--- config.mk ---
export PLATFORM = sky130hd
export DESIGN_NAME = cmp_rollover_timer
export DESIGN_NICKNAME = d
export VERILOG_FILES = /design/src/rtl/cmp_tmr_pkg.sv /design/src/rtl/cmp_tmr_regs.sv /design/src/rtl/cmp_tmr_counter.sv /design/src/rtl/cmp_tmr_flags.sv /design/src/rtl/cmp_rollover_timer.sv
export SDC_FILE = /design/constraint.sdc
export NUM_CORES = 1
export LEC_CHECK = 0
export CAP_MARGIN = 20
export CORE_MARGIN = 4
export CORE_UTILIZATION = 53
export DETAILED_ROUTE_END_ITERATION = 8
export PLACE_DENSITY = 0.76
export SETUP_SLACK_MARGIN = 0.1
export SYNTH_ARGS = -nofsm -noshare
export SYNTH_HDL_FRONTEND = slang
export SYNTH_SLANG_ARGS = --single-unit
--- constraint.sdc ---
create_clock -name clk -period 2.6 [get_ports clk]
set_input_delay 0.26 -clock clk [delete_from_list [all_inputs] [get_ports clk]]
set_output_delay 0.26 -clock clk [all_outputs]
set_load 0.05 [all_outputs]
--- src/rtl/cmp_tmr_pkg.sv ---
package cmp_tmr_pkg;
  localparam int BUS_W = 32;

  // register word offsets
  localparam logic [3:0] OFS_CTRL = 4'd0;
  localparam logic [3:0] OFS_PRE  = 4'd1;
  localparam logic [3:0] OFS_STAT = 4'd2;
  localparam logic [3:0] OFS_IEN  = 4'd3;
  localparam logic [3:0] OFS_CMP  = 4'd4;
  localparam logic [3:0] OFS_CNT  = 4'd9;

  // control bit positions
  localparam int B_EN    = 0;
  localparam int B_EMODE = 1;
  localparam int B_DBG   = 2;
  localparam int B_WAIT  = 3;
  localparam int B_DOZE  = 4;
  localparam int B_FREE  = 9;
  localparam int B_SRST  = 15;

  // status bit positions
  localparam int SB_CMP = 0;
  localparam int SB_ROV = 5;

  localparam logic [BUS_W-1:0] SRST_CLR_MASK =
    (BUS_W'(1) << B_EN) | (BUS_W'(1) << B_DBG) |
    (BUS_W'(1) << B_WAIT) | (BUS_W'(1) << B_DOZE);

  // control value kept across a software reset
  function automatic logic [BUS_W-1:0] ctrl_after_srst(input logic [BUS_W-1:0] c);
    return c & ~SRST_CLR_MASK & ~(BUS_W'(1) << B_SRST);
  endfunction

  // interrupt combine: flags[0]=compare, flags[1]=rollover
  function automatic logic irq_combine(input logic en, input logic [1:0] flags,
                                       input logic [BUS_W-1:0] ien);
    return en & ((flags[0] & ien[SB_CMP]) | (flags[1] & ien[SB_ROV]));
  endfunction

  // place the two flags at their status positions
  function automatic logic [BUS_W-1:0] stat_word(input logic [1:0] flags);
    logic [BUS_W-1:0] w;
    w = '0;
    w[SB_CMP] = flags[0];
    w[SB_ROV] = flags[1];
    return w;
  endfunction
endpackage

--- src/rtl/cmp_tmr_regs.sv ---
module cmp_tmr_regs
  import cmp_tmr_pkg::*;
#(
  parameter int CNT_W  = 32,
  parameter int ADDR_W = 4
) (
  input  logic              clk,
  input  logic              rst_n,
  input  logic              wr_en,
  input  logic [ADDR_W-1:0] addr,
  input  logic [BUS_W-1:0]  wdata,
  output logic [BUS_W-1:0]  ctrl_q,
  output logic [BUS_W-1:0]  pre_q,
  output logic [BUS_W-1:0]  ien_q,
  output logic [CNT_W-1:0]  cmp_q,
  output logic              soft_rst,
  output logic              cnt_clear,
  output logic [1:0]        stat_clr
);
  logic hit_ctrl, hit_pre, hit_stat, hit_ien, hit_cmp;

  assign hit_ctrl = wr_en && (addr == ADDR_W'(OFS_CTRL));
  assign hit_pre  = wr_en && (addr == ADDR_W'(OFS_PRE));
  assign hit_stat = wr_en && (addr == ADDR_W'(OFS_STAT));
  assign hit_ien  = wr_en && (addr == ADDR_W'(OFS_IEN));
  assign hit_cmp  = wr_en && (addr == ADDR_W'(OFS_CMP));

  // software reset event: a control write carrying the reset bit
  assign soft_rst  = hit_ctrl && wdata[B_SRST];
  // enable rising edge with enable-mode requests a fresh count
  assign cnt_clear = hit_ctrl && !wdata[B_SRST] && !ctrl_q[B_EN] &&
                     wdata[B_EN] && wdata[B_EMODE];
  // write-one-to-clear mask for the two flags
  assign stat_clr  = hit_stat ? {wdata[SB_ROV], wdata[SB_CMP]} : 2'b00;

  always_ff @(posedge clk or negedge rst_n) begin
    if (!rst_n) begin
      ctrl_q <= '0;
      pre_q  <= '0;
      ien_q  <= '0;
      cmp_q  <= '0;
    end else if (soft_rst) begin
      ctrl_q <= ctrl_after_srst(ctrl_q);
      pre_q  <= '0;
      ien_q  <= '0;
      cmp_q  <= '0;
    end else begin
      if (hit_ctrl) ctrl_q <= wdata & ~(BUS_W'(1) << B_SRST);
      if (hit_pre)  pre_q  <= wdata;
      if (hit_ien)  ien_q  <= wdata;
      if (hit_cmp)  cmp_q  <= wdata[CNT_W-1:0];
    end
  end
endmodule

--- src/rtl/cmp_tmr_counter.sv ---
module cmp_tmr_counter #(
  parameter int CNT_W = 32
) (
  input  logic             clk,
  input  logic             rst_n,
  input  logic             tick,
  input  logic             run,
  input  logic             restart,
  input  logic             soft_rst,
  input  logic             cnt_clear,
  input  logic [CNT_W-1:0] cmp,
  output logic [CNT_W-1:0] cnt_q,
  output logic             match_ev,
  output logic             rov_ev
);
  localparam logic [CNT_W-1:0] CNT_MAX = {CNT_W{1'b1}};

  // next count on a counting tick
  function automatic logic [CNT_W-1:0] next_count(input logic [CNT_W-1:0] cur,
                                                  input logic [CNT_W-1:0] limit,
                                                  input logic reload);
    if (reload && (cur == limit)) return '0;
    return cur + 1'b1;
  endfunction

  logic             step;
  logic [CNT_W-1:0] cnt_nxt;

  assign step     = run && tick;
  assign cnt_nxt  = next_count(cnt_q, cmp, restart);
  assign match_ev = step && (cnt_nxt == cmp);
  assign rov_ev   = step && (cnt_q == CNT_MAX);

  always_ff @(posedge clk or negedge rst_n) begin
    if (!rst_n)                     cnt_q <= '0;
    else if (soft_rst || cnt_clear) cnt_q <= '0;
    else if (step)                  cnt_q <= cnt_nxt;
  end
endmodule

--- src/rtl/cmp_tmr_flags.sv ---
module cmp_tmr_flags
  import cmp_tmr_pkg::*;
(
  input  logic             clk,
  input  logic             rst_n,
  input  logic             soft_rst,
  input  logic             match_ev,
  input  logic             rov_ev,
  input  logic [1:0]       stat_clr,
  input  logic             en,
  input  logic [BUS_W-1:0] ien,
  output logic [1:0]       flags_q,
  output logic             irq
);
  logic [1:0] set_ev;
  assign set_ev = {rov_ev, match_ev};

  // set wins over clear in the same cycle
  always_ff @(posedge clk or negedge rst_n) begin
    if (!rst_n)        flags_q <= '0;
    else if (soft_rst) flags_q <= '0;
    else               flags_q <= (flags_q & ~stat_clr) | set_ev;
  end

  assign irq = irq_combine(en, flags_q, ien);
endmodule

--- src/rtl/cmp_rollover_timer.sv ---
module cmp_rollover_timer
  import cmp_tmr_pkg::*;
#(
  parameter int CNT_W  = 32,
  parameter int ADDR_W = 4
) (
  input  logic              clk,
  input  logic              rst_n,
  input  logic              tick,
  input  logic              wr_en,
  input  logic              rd_en,
  input  logic [ADDR_W-1:0] addr,
  input  logic [31:0]       wdata,
  output logic [31:0]       rdata,
  output logic              irq
);
  logic [BUS_W-1:0] ctrl_q, pre_q, ien_q;
  logic [CNT_W-1:0] cmp_q, cnt_q;
  logic             soft_rst, cnt_clear, match_ev, rov_ev;
  logic [1:0]       stat_clr, flags_q;
  logic             run, restart;

  assign run     = ctrl_q[B_EN];
  assign restart = !ctrl_q[B_FREE];

  cmp_tmr_regs #(.CNT_W(CNT_W), .ADDR_W(ADDR_W)) u_regs (
    .clk(clk), .rst_n(rst_n), .wr_en(wr_en), .addr(addr), .wdata(wdata),
    .ctrl_q(ctrl_q), .pre_q(pre_q), .ien_q(ien_q), .cmp_q(cmp_q),
    .soft_rst(soft_rst), .cnt_clear(cnt_clear), .stat_clr(stat_clr)
  );

  cmp_tmr_counter #(.CNT_W(CNT_W)) u_cnt (
    .clk(clk), .rst_n(rst_n), .tick(tick), .run(run), .restart(restart),
    .soft_rst(soft_rst), .cnt_clear(cnt_clear), .cmp(cmp_q),
    .cnt_q(cnt_q), .match_ev(match_ev), .rov_ev(rov_ev)
  );

  cmp_tmr_flags u_flags (
    .clk(clk), .rst_n(rst_n), .soft_rst(soft_rst), .match_ev(match_ev),
    .rov_ev(rov_ev), .stat_clr(stat_clr), .en(run), .ien(ien_q),
    .flags_q(flags_q), .irq(irq)
  );

  // side-effect free read mux
  always_comb begin
    rdata = '0;
    if (rd_en) begin
      case (addr)
        ADDR_W'(OFS_CTRL): rdata = ctrl_q;
        ADDR_W'(OFS_PRE):  rdata = pre_q;
        ADDR_W'(OFS_STAT): rdata = stat_word(flags_q);
        ADDR_W'(OFS_IEN):  rdata = ien_q;
        ADDR_W'(OFS_CMP):  rdata = BUS_W'(cmp_q);
        ADDR_W'(OFS_CNT):  rdata = BUS_W'(cnt_q);
        default:           rdata = '0;
      endcase
    end
  end
endmodule

# After elaboration in Yosys (flattened, before gate mapping)
# Cells that the tools add are included.
dict set report op_classes {
  eq_ne 8
  add_sub_neg 1
  n_div 0
  mul 0
  magnitude_cmp 0
  muxes 17
  bitwise_logic 8
  reduce_logical 25
  n_shift 0
}
# op count
set op_table {}
lappend op_table {{$mux W32} 11}
lappend op_table {{$pmux W32 S6} 1}
lappend op_table {{$eq A32 B32 Y1} 2}
lappend op_table {{$add A32 B1 Y32 const B} 1}
lappend op_table {{$eq A32 B32 Y1 const B} 1}
lappend op_table {{$mux W16} 2}
lappend op_table {{$logic_and A1 B1 Y1} 14}
lappend op_table {{$reduce_bool A2 Y1} 5}
lappend op_table {{$eq A4 B2 Y1 const B} 2}
lappend op_table {{$eq A4 B1 Y1 const B} 1}
lappend op_table {{$eq A4 B3 Y1 const B} 1}
lappend op_table {{$eq A4 B4 Y1 const B} 1}
lappend op_table {{$logic_not A4 Y1} 1}
lappend op_table {{$mux W2} 2}
lappend op_table {{$and A1 B1 Y1} 3}
lappend op_table {{$logic_not A1 Y1} 3}
lappend op_table {{$and A2 B2 Y2} 1}
lappend op_table {{$not A2 Y2} 1}
lappend op_table {{$or A2 B2 Y2} 1}
lappend op_table {{$reduce_and A2 Y1} 1}
lappend op_table {{$logic_or A1 B1 Y1} 1}
lappend op_table {{$mux W1} 1}
lappend op_table {{$not A1 Y1} 1}
lappend op_table {{$or A1 B1 Y1} 1}
dict set report totals {
  n_memories 0
  output_inout_bits 33
  latch_bits 0
  inputBits 41
  register_bits 162
  ram_bits 0
  romBits 0
  word_cells 66
}

# Longest topological paths before layout
# Gate-level depths: netlist of run 1.
dict set report logic_depth {
  ltp_word 8
  mapped_depth 11
  mapped_depth_nobuf 9
}

# Hierarchy
# Synthesis of run 1 repeated with hierarchy kept, for this count alone.
dict set report unflattened {
  cells_unflattened 1147
  area_unflattened_um2 10476.3
}
# mod seq_area_each_um2 instances area_each_um2 cells_per_inst
set by_module_without_submodules {}
lappend by_module_without_submodules {cmp_tmr_regs 3178.0 1 5228.8 457}
lappend by_module_without_submodules {cmp_tmr_counter 800.8 1 3110.5 409}
lappend by_module_without_submodules {cmp_rollover_timer 0.0 1 2043.2 271}
lappend by_module_without_submodules {cmp_tmr_flags 50.0 1 93.8 10}

# Worst setup path after synthesis of run 1
# Ideal clock, no wire load.
dict set report synth_path {
  path_kind {input-to-output}
  startpoint {input addr[0]}
  endpoint {output rdata[10]}
  required_ps 2340
  cell_stages 5
  arrival_time_ps 2457
  slack_ps -117
  path_buffers 2
  cell_sequence {clkbuf_1 nor4b_1 clkbuf_1 a22oi_1 a31oi_1}
}
dict set report synth_via {
  elab_chain_cells 3
  word_cells_on_any_way 8
  classes_between {eq/ne: 5; mux: 2; reduce/logical: 1}
}
# item line
set synth_lines {}
lappend synth_lines {{start: declaration} cmp_rollover_timer.sv:12} ;# input logic [ADDR_W-1:0] addr,
lappend synth_lines {{$eq A4 B4 Y1 (tied with other cells)} cmp_rollover_timer.sv:48} ;# case (addr)
lappend synth_lines {{$pmux W32 S6 *} cmp_rollover_timer.sv:48}
lappend synth_lines {{$mux W32 *} cmp_rollover_timer.sv:47} ;# if (rd_en) begin
lappend synth_lines {{end: declaration} cmp_rollover_timer.sv:14} ;# output logic [31:0] rdata,
# Mark *: on every way between the ends. The rest lies on a longest branch, timed or not.

# Final worst setup path of run 1
dict set report layout_path {
  startpoint {register u_cnt.cnt_q[1]}
  endpoint {register u_flags.flags_q[0]}
}
dict set report layout_via {
  elab_chain_cells 8
  word_cells_on_any_way 9
  classes_between {add/sub: 1; eq/ne: 2; mux: 3; bitwise: 1; reduce/logical: 2}
}
# item line
set layout_lines {}
lappend layout_lines {{start: declaration} cmp_tmr_counter.sv:12} ;# output logic [CNT_W-1:0] cnt_q,
lappend layout_lines {{start signal: assignment} cmp_tmr_counter.sv:37} ;# else if (step) cnt_q <= cnt_nxt;
lappend layout_lines {{parallel branches: the longest is 3 deep, another holds $add A32 B1 Y32} -}
lappend layout_lines {{$mux W32 *} cmp_tmr_counter.sv:23} ;# return cur + 1'b1;
lappend layout_lines {{$eq A32 B32 Y1 *} cmp_tmr_counter.sv:31} ;# assign match_ev = step && (cnt_nxt == cmp);
lappend layout_lines {{$logic_and A1 B1 Y1 *} cmp_tmr_counter.sv:31}
lappend layout_lines {{$or A2 B2 Y2 *} cmp_tmr_flags.sv:22} ;# else flags_q <= (flags_q & ~stat_clr) | set_ev;
lappend layout_lines {{$mux W2 *} cmp_tmr_flags.sv:21} ;# else if (soft_rst) flags_q <= '0;
lappend layout_lines {{end signal: assignment} cmp_tmr_flags.sv:22}
lappend layout_lines {{end: declaration} cmp_tmr_flags.sv:12} ;# output logic [1:0] flags_q,
# Mark *: on every way between the ends.
# A chain may end at the register's enable or synchronous reset.

==> qor.yml, run 1 <==
worst_setup_path:
  critical_path.startpoint_type: "flip-flop"
  worst-r2r-setup-slack_ns: -0.02
  timing.critical_path.to_type: "flip-flop"
  crit_path_max_fanout: 4
  crit_arrival_ns: 2.98
  crit_type: "reg -> reg"
  crit_required_ns: 2.95
layout:
  fillers: 1177
  post-route-util: 0.756
  final-instance-count-excl-fill: 1463
  final_cell_area_um2: 12700
  finalNetCount: 1272
  layout.area.seq_um2: 4030
  area_growth_pct: 38.0
  n_antenna_cell: 0
  multi_input_comb_area_um2: 5190
  drive_above_1_share: 0.277
drt:
  detail_route.iter0.violations: 1169
  routedWlPerCell_um: 23.2
  vias: 9432
  drt_pre_antenna_iters: 6
  detail-route-antenna-nets: 0
  drt_drc_violations_left: 0
  drt_wl_total_mm: 34.0
  routed_via_density: 6.45
yosys:
  postSynthRegisterBits: 161
  ys_async_sr_fraction: 1.00
  post_synth_instance_area_um2: 9180
  synth.net_count: 1115
  synth.largest_area_cell: "sky130_fd_sc_hd__dfrtp_1"
  synthDistinctLibCells: 60
  avgSynthCellArea_um2: 8.56
  synth-edff-count: 0
  synth.most_common_cell: "sky130_fd_sc_hd__nand2_1"
  gate_count_after_technology_mapping: 1073
  synth_common_cells: "250 x sky130_fd_sc_hd__nand2_1, 161 x sky130_fd_sc_hd__dfrtp_1, 106 x sky130_fd_sc_hd__a21oi_1"
  synth.yosys.warnings: 0
  synth_seq_area_share: 0.439
  ys.flop_type: "sky130_fd_sc_hd__dfrtp_1"
  ys_top_cells_by_area: "sky130_fd_sc_hd__dfrtp_1 44%, sky130_fd_sc_hd__nand2_1 10%, sky130_fd_sc_hd__a21oi_1 5.8%, sky130_fd_sc_hd__a22oi_1 5.4%, sky130_fd_sc_hd__xnor2_1 4.6%"
  synth_top_area_frac: 0.439
placement:
  dpl-instance-area_um2: 11600
  dp_worst_setup_slack_ns: -0.104
  io_port_bufs: 73
  gp_routability_congestion: 1.05
  post-place-cells: 1410
  half_perimeter_wire_length_after_placement_mm: 22.5
floorplan:
  core_um2: 16800
  dieHeight_um: 140
  dieArea_um2: 19500
  initial_utilization: 0.548
  die_x_um: 140
  io-pin-count: 74
  floorplan.rows: 47
worst_hold_path:
  hold_path_class: "in -> async"
timing:
  fmaxAchievable_mhz: 381
  maxSlewHeadroom: 0.657
  finalWorstPathRequiredPeriod_ns: 2.62
  tightest_pin_transition_ns: 0.509
  final.hold.worst_slack_ns: 0.322
  fin_worst_skew_ns: 0.0108
  final-hold-violation-count: 0
  setup-violations-final: 1
  fin_crit_sh: 1.01
  timing.final.ws_setup_ns: -0.0226
  final_max_slew_viols: 0
  rsz0062_at_grt: "yes"
  setup_tns_after_final_layout_ns: -0.0226
power_and_ir_drop:
  internal_power_mw: 5.05
  power_switching_mw: 2.50
  sw_frac_of_total: 0.331
  power_density_nw_per_um2: 595
  share_of_total_power_in_combinational_logic: 0.250
  ir_worst_vdd_mv: 0.530
  total_power_mw: 7.54
  share_seq_of_total_power: 0.421
  power.static_leakage_nw: 5.16
  clock_power_share: 0.329
grt:
  via_count_of_the_first_global_routing_pass: 8991
  global_route.usage.total: 0.333
  grt_start_max_net_pins: 62
  total_grt_overflow: 0
  number_of_antenna_violations_at_the_first_check_in_global_routing: 0
  global_route_wire_length_before_repair_mm: 50.9
clock_network:
  cts_tree: "yes"
  clkSlewWorstSetupHoldPaths_ns: 0.07
  h-tree-depth: 4
  clock_sinks: 161
  worst_skew_pair.late_latency_ns: 0.44
  cts-root-buf: "sky130_fd_sc_hd__clkbuf_16"
  max-clock-path-buffers: 2
  numCtsBuffers: 17
run_status:
  status: "finished with violations"
  violations: "setup timing"
run:
  max-cap-violations: 0
[sequential cells by signal (all words and copies together) (netlist names)]
name / flops
u_regs.pre_q: 32
u_regs.cmp_q: 32
u_regs.ctrl_q: 31
u_cnt.cnt_q: 32
u_flags.flags_q: 2
u_regs.ien_q: 32
[final timing paths]
| path | startpoint | endpoint | cells past startpoint |
|---|---|---|---|
| worst max-delay path | u_cnt.cnt_q[1] | u_flags.flags_q[0] | 10 |
| worst min-delay path | rst_n | u_regs.ien_q[12] | 2 |
| worst max register to register | u_cnt.cnt_q[1] | u_flags.flags_q[0] | 10 |
| worst min register to register | u_regs.ctrl_q[4] | u_regs.ctrl_q[4] | 2 |
| max in group asynchronous | rst_n | u_regs.ien_q[28] | 3 |
| min in group clk | wdata[19] | u_regs.ien_q[19] | 3 |
[layer usage]
layer  GRT usage  wire length, um  up-vias  part of all wire
li1            -                -     4116                 -
met3      0.0648             3590       89              0.11
met2       0.511            15400      588              0.45
met1       0.483            14000     4639              0.41
met5           0                0        -                 0
met4      0.0979              990        0             0.029
[final cells by class]
class | count | share of cell area
Multi-Input combinational cell | 802 | 0.410
Sequential cell | 161 | 0.318
Inverter | 7 | 0.00207
Clock buffer | 17 | 0.0336
Clock inverter | 15 | 0.0111
Tap cell | 220 | 0.0217
Timing Repair Buffer | 241 | 0.204
[timing repair]
| action | in CTS | in global routing |
|---|---|---|
| pin swaps | 15 | 23 |
| gates resized for setup | 35 | 39 |
| buffers inserted | 1 | 16 |
| hold endpoints to repair | 46 | 0 |
| hold buffers | 1 | 0 |
| setup endpoints to repair | 19 | 48 |
| cloned | 0 | 3 |
[cell families (layout without fill, tap and decap cells)]
| family | Yosys count | after routing | synth area share |
|---|---|---|---|
| flip-flops | 161 | 161 | 0.439 |
| XOR/XNOR | 65 | 65 | 0.0650 |
| AO/OA/AOI/OAI | 302 | 302 | 0.205 |
| buffers and inverters | 110 | 280 | 0.0504 |
| AND/OR/NAND/NOR | 405 | 405 | 0.204 |
| multiplexers | 29 | 29 | 0.0354 |
| adder cells (fa/ha/maj) | 1 | 1 | 0.00136 |
[layout by cell type, fill, tap and decap left out, types with 4 or more instances in the layout]
cell type and n:
sky130_fd_sc_hd__mux2_2 28, sky130_fd_sc_hd__xnor2_2 6, sky130_fd_sc_hd__nand4_1 20, sky130_fd_sc_hd__and2_1 6, sky130_fd_sc_hd__a31oi_2 31, sky130_fd_sc_hd__dfrtp_2 4, sky130_fd_sc_hd__buf_6 10, sky130_fd_sc_hd__nand3_1 20
sky130_fd_sc_hd__o21ai_0 39, sky130_fd_sc_hd__nor2_1 35, sky130_fd_sc_hd__clkdlybuf4s50_1 39, sky130_fd_sc_hd__nor2b_1 9, sky130_fd_sc_hd__buf_4 139, sky130_fd_sc_hd__inv_1 7, sky130_fd_sc_hd__nor3_1 7, sky130_fd_sc_hd__inv_8 6
sky130_fd_sc_hd__o22ai_1 6, sky130_fd_sc_hd__a21oi_1 105, sky130_fd_sc_hd__o31ai_1 13, sky130_fd_sc_hd__o21ai_1 10, sky130_fd_sc_hd__dfrtp_1 157, sky130_fd_sc_hd__xnor2_1 40, sky130_fd_sc_hd__nand2b_1 10, sky130_fd_sc_hd__and3_1 6
sky130_fd_sc_hd__nor4_2 5, sky130_fd_sc_hd__and4_1 6, sky130_fd_sc_hd__a22oi_1 66, sky130_fd_sc_hd__nand2_1 250, sky130_fd_sc_hd__buf_12 44, sky130_fd_sc_hd__inv_6 5, sky130_fd_sc_hd__clkbuf_16 19, sky130_fd_sc_hd__xor2_1 15
[critical path: stages (launching register included)]
cell	delay (ns)
sky130_fd_sc_hd__dfrtp_1	0.41
sky130_fd_sc_hd__ha_4	0.20
sky130_fd_sc_hd__and4_4	0.27
sky130_fd_sc_hd__nand3_1	0.17
sky130_fd_sc_hd__nor2_1	0.28
sky130_fd_sc_hd__xor2_1	0.32
sky130_fd_sc_hd__nand2_1	0.12
sky130_fd_sc_hd__nor3_1	0.24
sky130_fd_sc_hd__o311ai_2	0.13
sky130_fd_sc_hd__buf_4	0.18
sky130_fd_sc_hd__o31ai_2	0.22
[power groups by stage]
stage               Sequential, mW  Combinational [mW]  Clock (mW)
floorplan                     3.19               0.859           0
global placement              3.17                1.66           0
detailed placement            3.19                1.69           0
CTS                           3.17                1.78        2.51
global route                  3.22                2.02        2.62
finish                        3.18                1.89        2.48
No activity file was read; power rests on OpenSTA's default activity.
==> run 2: changes to the inputs <==
CTS_CLUSTER_SIZE = 30   (was not set)
==> results of run 2 <==
Same layout as run 1: the final DEF is identical, and so are final timing and power.
